**src/rtl/adc_bus_pkg.sv**
```systemverilog
package adc_bus_pkg;

  function automatic int unsigned ns_to_cyc(int unsigned ns, int unsigned clk_ns);
    return (ns + clk_ns - 1) / clk_ns;
  endfunction

  typedef enum logic [1:0] {CV_IDLE, CV_START, CV_BLANK, CV_WAIT} conv_st_e;
  typedef enum logic [1:0] {RD_IDLE, RD_EN, RD_FLT, RD_ACK} rd_st_e;

endpackage

```
**src/rtl/adc_rdy_sync.sv**
```systemverilog
module adc_rdy_sync #(
  parameter int unsigned STAGES = 2
) (
  input  logic clk_i,
  input  logic rst_ni,
  input  logic d_i,
  output logic q_o
);
  logic [STAGES-1:0] sh_q;

  always_ff @(posedge clk_i or negedge rst_ni) begin
    if (!rst_ni) sh_q <= '0;
    else         sh_q <= {sh_q[STAGES-2:0], d_i};
  end

  assign q_o = sh_q[STAGES-1];
endmodule

```
**src/rtl/adc_conv_seq.sv**
```systemverilog
module adc_conv_seq import adc_bus_pkg::*; #(
  parameter int unsigned PULSE_CYC = 100,
  parameter int unsigned BLANK_CYC = 300,
  parameter int unsigned TMO_CYC   = 6000  // must exceed BLANK_CYC
) (
  input  logic clk_i,
  input  logic rst_ni,
  input  logic start_i,
  input  logic rdy_i,
  output logic conv_o,
  output logic busy_o,
  output logic done_o
);
  localparam int unsigned CNT_W = $clog2(TMO_CYC + 1);

  conv_st_e           st_q;
  logic [CNT_W-1:0]   cnt_q;
  logic               fin;

  // one counter spans blank and wait, so timeout is measured from the falling start edge
  assign fin    = (st_q == CV_WAIT) && (!rdy_i || cnt_q == CNT_W'(TMO_CYC - 1));
  assign conv_o = (st_q == CV_START);
  assign busy_o = (st_q != CV_IDLE);
  assign done_o = fin;

  always_ff @(posedge clk_i or negedge rst_ni) begin
    if (!rst_ni) begin
      st_q  <= CV_IDLE;
      cnt_q <= '0;
    end else begin
      case (st_q)
        CV_IDLE: if (start_i) begin
          st_q  <= CV_START;
          cnt_q <= '0;
        end
        CV_START: if (cnt_q == CNT_W'(PULSE_CYC - 1)) begin
          st_q  <= CV_BLANK;
          cnt_q <= '0;
        end else begin
          cnt_q <= cnt_q + 1'b1;
        end
        CV_BLANK: begin
          cnt_q <= cnt_q + 1'b1;
          if (cnt_q == CNT_W'(BLANK_CYC - 1)) st_q <= CV_WAIT;
        end
        CV_WAIT: if (fin) st_q <= CV_IDLE;
                 else     cnt_q <= cnt_q + 1'b1;
        default: st_q <= CV_IDLE;
      endcase
    end
  end
endmodule

```
**src/rtl/adc_read_seq.sv**
```systemverilog
module adc_read_seq import adc_bus_pkg::*; #(
  parameter int unsigned ACC_CYC = 50,
  parameter int unsigned FLT_CYC = 40
) (
  input  logic clk_i,
  input  logic rst_ni,
  input  logic conv_go_i,
  input  logic quick_go_i,
  input  logic lo_sel_i,
  output logic hi_en_no,
  output logic lo_en_no,
  output logic lo_o,
  output logic cap_o,
  output logic ack_o,
  output logic idle_o
);
  localparam int unsigned MAXC  = (ACC_CYC > FLT_CYC) ? ACC_CYC : FLT_CYC;
  localparam int unsigned CNT_W = $clog2(MAXC + 1);

  rd_st_e           st_q;
  logic [CNT_W-1:0] cnt_q;
  logic             lo_q;

  assign cap_o    = (st_q == RD_EN) && (cnt_q == CNT_W'(ACC_CYC - 1));
  assign hi_en_no = !((st_q == RD_EN) && !lo_q);
  assign lo_en_no = !((st_q == RD_EN) &&  lo_q);
  assign ack_o    = (st_q == RD_ACK);
  assign idle_o   = (st_q == RD_IDLE);
  assign lo_o     = lo_q;

  always_ff @(posedge clk_i or negedge rst_ni) begin
    if (!rst_ni) begin
      st_q  <= RD_IDLE;
      cnt_q <= '0;
      lo_q  <= 1'b0;
    end else begin
      case (st_q)
        RD_IDLE: if (conv_go_i) begin
          st_q  <= RD_EN;
          cnt_q <= '0;
          lo_q  <= lo_sel_i;
        end else if (quick_go_i) begin
          st_q  <= RD_ACK;
        end
        RD_EN: if (cap_o) begin
          st_q  <= RD_FLT;
          cnt_q <= '0;
        end else begin
          cnt_q <= cnt_q + 1'b1;
        end
        RD_FLT: if (cnt_q == CNT_W'(FLT_CYC - 1)) st_q <= RD_ACK;
                else                              cnt_q <= cnt_q + 1'b1;
        RD_ACK:  st_q <= RD_IDLE;
        default: st_q <= RD_IDLE;
      endcase
    end
  end
endmodule

```
**src/rtl/adc_bus_ctrl.sv**
```systemverilog
module adc_bus_ctrl import adc_bus_pkg::*; #(
  parameter int unsigned ADDR_W     = 16,
  parameter logic [15:0] BASE_ADDR  = 16'h0040,
  parameter int unsigned CLK_NS     = 5,
  parameter int unsigned START_NS   = 500,
  parameter int unsigned RDY_DLY_NS = 1500,
  parameter int unsigned CONV_NS    = 30000,
  parameter int unsigned ACCESS_NS  = 250,
  parameter int unsigned FLOAT_NS   = 200,
  parameter int unsigned RES_W      = 10,
  parameter int unsigned BUS_W      = 8
) (
  input  logic              clk_i,
  input  logic              rst_ni,
  input  logic [ADDR_W-1:0] bus_addr_i,
  input  logic              bus_wr_i,
  input  logic              bus_rd_i,
  output logic              bus_ack_o,
  output logic [BUS_W-1:0]  bus_rdata_o,
  output logic              adc_conv_o,
  input  logic              adc_rdy_i,
  input  logic [RES_W-1:0]  adc_data_i,
  output logic              adc_hi_en_no,
  output logic              adc_lo_en_no,
  output logic              irq_o
);
  localparam int unsigned P_CYC = ns_to_cyc(START_NS, CLK_NS);
  localparam int unsigned B_CYC = ns_to_cyc(RDY_DLY_NS, CLK_NS);
  localparam int unsigned T_CYC = ns_to_cyc(CONV_NS, CLK_NS);
  localparam int unsigned A_CYC = ns_to_cyc(ACCESS_NS, CLK_NS);
  localparam int unsigned F_CYC = ns_to_cyc(FLOAT_NS, CLK_NS);
  localparam int unsigned HI_W  = RES_W - BUS_W;
  localparam int unsigned PAD_W = BUS_W - HI_W;

  logic rdy_s, conv_busy, conv_done;
  logic rd_idle, rd_lo, rd_cap;
  logic sel_hi, sel_lo, sel_st;
  logic wr_go, start, err_set, rd_go, conv_rd, quick_rd;
  logic done_q, err_q;
  logic [RES_W-1:0] hold_q;
  logic [BUS_W-1:0] rdata_q, st_byte, quick_byte, cap_byte;

  assign sel_hi = (bus_addr_i == ADDR_W'(BASE_ADDR));
  assign sel_lo = (bus_addr_i == ADDR_W'(BASE_ADDR + 16'd1));
  assign sel_st = (bus_addr_i == ADDR_W'(BASE_ADDR + 16'd2));

  // requests are taken only between read sequences
  assign wr_go    = bus_wr_i && sel_hi && rd_idle;
  assign start    = wr_go && !conv_busy;
  assign err_set  = wr_go &&  conv_busy;
  assign rd_go    = bus_rd_i && rd_idle && (sel_hi || sel_lo || sel_st);
  assign conv_rd  = rd_go && !sel_st && !conv_busy;
  assign quick_rd = rd_go && (sel_st || conv_busy);

  adc_rdy_sync #(.STAGES(2)) i_sync (
    .clk_i  (clk_i),
    .rst_ni (rst_ni),
    .d_i    (adc_rdy_i),
    .q_o    (rdy_s)
  );

  adc_conv_seq #(.PULSE_CYC(P_CYC), .BLANK_CYC(B_CYC), .TMO_CYC(T_CYC)) i_conv (
    .clk_i   (clk_i),
    .rst_ni  (rst_ni),
    .start_i (start),
    .rdy_i   (rdy_s),
    .conv_o  (adc_conv_o),
    .busy_o  (conv_busy),
    .done_o  (conv_done)
  );

  adc_read_seq #(.ACC_CYC(A_CYC), .FLT_CYC(F_CYC)) i_rd (
    .clk_i      (clk_i),
    .rst_ni     (rst_ni),
    .conv_go_i  (conv_rd),
    .quick_go_i (quick_rd),
    .lo_sel_i   (sel_lo),
    .hi_en_no   (adc_hi_en_no),
    .lo_en_no   (adc_lo_en_no),
    .lo_o       (rd_lo),
    .cap_o      (rd_cap),
    .ack_o      (bus_ack_o),
    .idle_o     (rd_idle)
  );

  assign st_byte    = BUS_W'({err_q, done_q, conv_busy});
  assign quick_byte = sel_st ? st_byte :
                      sel_lo ? hold_q[BUS_W-1:0] :
                               {{PAD_W{1'b0}}, hold_q[RES_W-1:BUS_W]};
  assign cap_byte   = rd_lo ? adc_data_i[BUS_W-1:0] :
                              {{PAD_W{1'b0}}, adc_data_i[RES_W-1:BUS_W]};

  always_ff @(posedge clk_i or negedge rst_ni) begin
    if (!rst_ni) begin
      hold_q  <= '0;
      rdata_q <= '0;
    end else if (rd_cap) begin
      rdata_q <= cap_byte;
      if (rd_lo) hold_q[BUS_W-1:0]     <= adc_data_i[BUS_W-1:0];
      else       hold_q[RES_W-1:BUS_W] <= adc_data_i[RES_W-1:BUS_W];
    end else if (quick_rd) begin
      rdata_q <= quick_byte;
    end
  end

  always_ff @(posedge clk_i or negedge rst_ni) begin
    if (!rst_ni) begin
      done_q <= 1'b0;
      err_q  <= 1'b0;
    end else begin
      if (conv_done)            done_q <= 1'b1;
      else if (rd_go && sel_lo) done_q <= 1'b0;
      if (err_set)              err_q  <= 1'b1;
      else if (rd_go && sel_st) err_q  <= 1'b0;
    end
  end

  assign bus_rdata_o = rdata_q;
  assign irq_o       = done_q;
endmodule

```
**config.mk**
```make
export PLATFORM = sky130hd
export DESIGN_NAME = adc_bus_ctrl
export DESIGN_NICKNAME = d
export VERILOG_FILES = /design/src/rtl/adc_bus_pkg.sv /design/src/rtl/adc_rdy_sync.sv /design/src/rtl/adc_conv_seq.sv /design/src/rtl/adc_read_seq.sv /design/src/rtl/adc_bus_ctrl.sv
export SDC_FILE = /design/constraint.sdc
export NUM_CORES = 1
export LEC_CHECK = 0
export BUFFER_PORTS_ARGS = -buffer_cell sky130_fd_sc_hd__buf_2
export CORE_MARGIN = 2
export CORE_UTILIZATION = 60
export DETAILED_ROUTE_END_ITERATION = 6
export PLACE_DENSITY = 0.9
export SYNTH_ARGS = -nofsm -noshare
export SYNTH_HDL_FRONTEND = slang
export SYNTH_SLANG_ARGS = --single-unit
```
**constraint.sdc**
```tcl
create_clock -name clk_i -period 5.6 [get_ports clk_i]
set_input_delay 1.12 -clock clk_i [delete_from_list [all_inputs] [get_ports clk_i]]
set_output_delay 1.12 -clock clk_i [all_outputs]
set_load 0.02 [all_outputs]
```
==> flow_summary.ini <==
[critical_path]
timing.critical_path.slowest_cell_delay_ns = 0.54
cp-start-kind = input port
worst_setup_path_category = in -> reg
critical_path_cell_by_cell = buf_2, nor4b_1, nand4_1, o21ai_1, nand2_1, a221o_1
cp_slowest_cell = sky130_fd_sc_hd__o21ai_1
reg2reg_depth = 7
worstPathArrival_ns = 3.18
path_max_fanout = 8
regToRegSetupSlack_ns = 2.92
critPathCaptureType = register
critical_path_required_time_ns = 5.80

[timing]
setup_viol_count_final = 0
fin_skew_ns = 0.00465
final_min_period_over_clock_period = 0.532
worst_rel_slew_slack = 0.328
tightestPinTransition_ns = 1.01
setup_total_negative_slack_ns = 0
fin_worst_hold_slack_ns = 0.357
rsz0062_at_grt = no
finalMaxSlewViolations = 0
max_clock_freq_ghz = 0.335
period_needed_ns = 2.98
final_hold_viol_count = 0

[worst_hold_path]
min_delay_path_depth = 0
min-delay-path-class = reg -> reg

[cts]
clock_tree_buffer_depth = 2
h_tree_levels = 2
postCtsSetupBuffers = 0
tritoncts.num_buffers = 5
cts_tree = done
clk-insertion-delay-late_ns = 0.31
cts.repair.resized = 0
number_of_buffers_inserted_by_hold_repair_at_cts = 0
cts_root_buffer = sky130_fd_sc_hd__clkbuf_8
clkTransAtPathRegs_ns = 0.09
cts.sinks = 46

[floorplanning]
floorplan.initialDensity = 0.630
design.core.area_um2 = 4410
die-width_um = 72.1
floorplan.rows = 24
design.die.area_um2 = 5190
die_h_um = 72.1
boundaryPins = 44

[logic_synthesis]
edff_count_synth = 0
synth.yosys.seq_area_share = 0.414
synth_async_sr_flop_share = 1.00
synth.avg_cell_area_um2 = 9.72
postSynthRegisterBits = 46
synth_cells = 286
synth.cell_area_um2 = 2780
post_synth_num_cell_types = 64
yosys_warnings = 0
syn_nets = 330
leading_register_cell_type_out_of_synthesis = sky130_fd_sc_hd__dfrtp_1

[route]
route.detailed.wl_per_inst_um = 17.4
antenna_violating_nets_post_route = 0
vias = 2522
drc_errors = 0
number_of_design_rule_violations_left_by_the_first_detailed_router_iteration = 211
drt-pass1-iter-count = 7
wl_mm = 6.70
avgViaCountPerCell = 6.57

[place]
placement.io_buffers = 43
placedInstanceArea_um2 = 3040
finalWeightedCongestion = 0.908
numPlacedInstances = 376
detailedPlacementHpwl_mm = 4.76

[finish]
area_of_the_multi_input_gates_um2 = 1560
drive_gt1_frac = 0.220
antenna_cells = 0
final_cells = 384
stdcell_area_um2 = 3180
nNetsFinal = 375
syn2layout_area_growth_pct = 14.5
fillers = 326
seqCellArea_um2 = 1150

[power_and_ir_drop]
power.total_mw = 0.901
power-per-cell-area_nw_per_um2 = 283
power.leakage_nw = 1.58
worst_ir_drop_vdd_mv = 0.241

[global_route]
grt_antenna_before_repair = 0
grt.overflow.total = 0
groute.usage.overall = 0.282
grt_pass1_vias = 2427
wire_length_of_the_first_global_routing_pass_mm = 11.4
grt_max_degree = 47

[run_status]
run_status = completed

[run]
max-cap-violations = 0
==> sequential cells by signal (all words and copies together), names as in the netlist <==
register and flops:
i_sync.sh_q 2, i_rd.cnt_q 6, irq_o 1, i_rd.lo_o 1
err_q 1, hold_q 10, bus_rdata_o 8, i_conv.st_q 2
i_conv.cnt_q 13, i_rd.st_q 2
==> worst max-delay path, delay by kind of cell <==
family / cells / cell delay, ns
buffers and inverters: 1 / 0.09
AND/OR/NAND/NOR: 3 / 1.01
AO/OA/AOI/OAI: 2 / 0.95
==> Yosys cell counts, types with 4 or more instances <==
cell type                  number  area share
sky130_fd_sc_hd__a21oi_1        7       0.013
sky130_fd_sc_hd__a22o_1         8       0.025
sky130_fd_sc_hd__a22oi_1        4       0.011
sky130_fd_sc_hd__and3_1        12       0.027
sky130_fd_sc_hd__clkbuf_1       4      0.0054
sky130_fd_sc_hd__dfrtp_1       46        0.41
sky130_fd_sc_hd__ha_1          13       0.059
sky130_fd_sc_hd__inv_1         14       0.019
sky130_fd_sc_hd__mux2_2        10       0.041
sky130_fd_sc_hd__mux2i_1        5       0.018
sky130_fd_sc_hd__nand2_1       22       0.030
sky130_fd_sc_hd__nand3_1       11       0.020
sky130_fd_sc_hd__nand4_1        5       0.011
sky130_fd_sc_hd__nand4b_1       4       0.013
sky130_fd_sc_hd__nor2_1        28       0.038
sky130_fd_sc_hd__nor2b_1        8       0.018
sky130_fd_sc_hd__nor3_1         4      0.0072
sky130_fd_sc_hd__o211ai_1       6       0.016
sky130_fd_sc_hd__o21ai_0       12       0.022
sky130_fd_sc_hd__o31ai_1        5       0.014
==> power breakdown <==
part | switching (mW) | internal [mW]
sequential | 0.0159 | 0.350
combinational | 0.137 | 0.0889
clock | 0.119 | 0.190
total | 0.272 | 0.629
==> worst paths after layout <==
check / from / to
min: i_sync.sh_q[0] / i_sync.sh_q[1]
max: bus_addr_i[8] / i_conv.cnt_q[6]
min in group asynchronous: rst_ni / hold_q[7]
max in group asynchronous: rst_ni / i_rd.st_q[1]
max reg2reg: i_rd.st_q[0] / i_conv.cnt_q[6]
min reg2reg: i_sync.sh_q[0] / i_sync.sh_q[1]
==> final cells by class <==
class | count | area share
clock inverter | 2 | 0.0189
tap | 52 | 0.0204
multi-input combinational | 221 | 0.489
timing repair buffer | 43 | 0.0676
clock buffer | 6 | 0.0259
inverter | 14 | 0.0165
sequential | 46 | 0.362
==> cells in the final DEF, fill, tap and decap left out, types with 3 or more instances in the layout <==
cell / instances
sky130_fd_sc_hd__nand3_1: 11
sky130_fd_sc_hd__nand4_1: 5
sky130_fd_sc_hd__nand2b_1: 3
sky130_fd_sc_hd__nand4b_1: 4
sky130_fd_sc_hd__a22oi_1: 4
sky130_fd_sc_hd__dfrtp_1: 46
sky130_fd_sc_hd__ha_1: 13
sky130_fd_sc_hd__buf_2: 43
sky130_fd_sc_hd__and2_1: 3
sky130_fd_sc_hd__o31ai_1: 5
sky130_fd_sc_hd__nand2_1: 22
sky130_fd_sc_hd__nor2_1: 28
sky130_fd_sc_hd__o211ai_1: 6
sky130_fd_sc_hd__a221o_1: 3
sky130_fd_sc_hd__mux2_2: 10
sky130_fd_sc_hd__a31oi_1: 3
sky130_fd_sc_hd__inv_1: 14
sky130_fd_sc_hd__and3_1: 12
sky130_fd_sc_hd__nor2b_1: 8
sky130_fd_sc_hd__a22o_1: 8
sky130_fd_sc_hd__clkbuf_8: 6
sky130_fd_sc_hd__a21oi_1: 7
sky130_fd_sc_hd__o21ai_0: 12
sky130_fd_sc_hd__nor3_1: 4
sky130_fd_sc_hd__mux2i_1: 5
==> per-layer routing <==
layer	share of wire	global-route usage
met1	0.44	0.395
met2	0.47	0.441
met3	0.066	0.0611
met4	0.018	0.0818
met5	0	0
==> cells by family after synthesis <==
logic type,count (synthesis),synth area share
fa+ha+maj,13,0.0585
flops,46,0.414
compound gates,72,0.202
mux,16,0.0626
buf+inv,19,0.0261
simple gates,120,0.237
==> metrics by stage <==
stage	utilization	setup slack (ns)
after floorplan	-	2.92
after global placement	0.689	2.48
after detailed placement	0.689	2.45
after CTS	0.721	2.61
after global routing	0.721	2.44
final	0.721	2.62
Note: power is estimated with default switching activity, not from simulation.
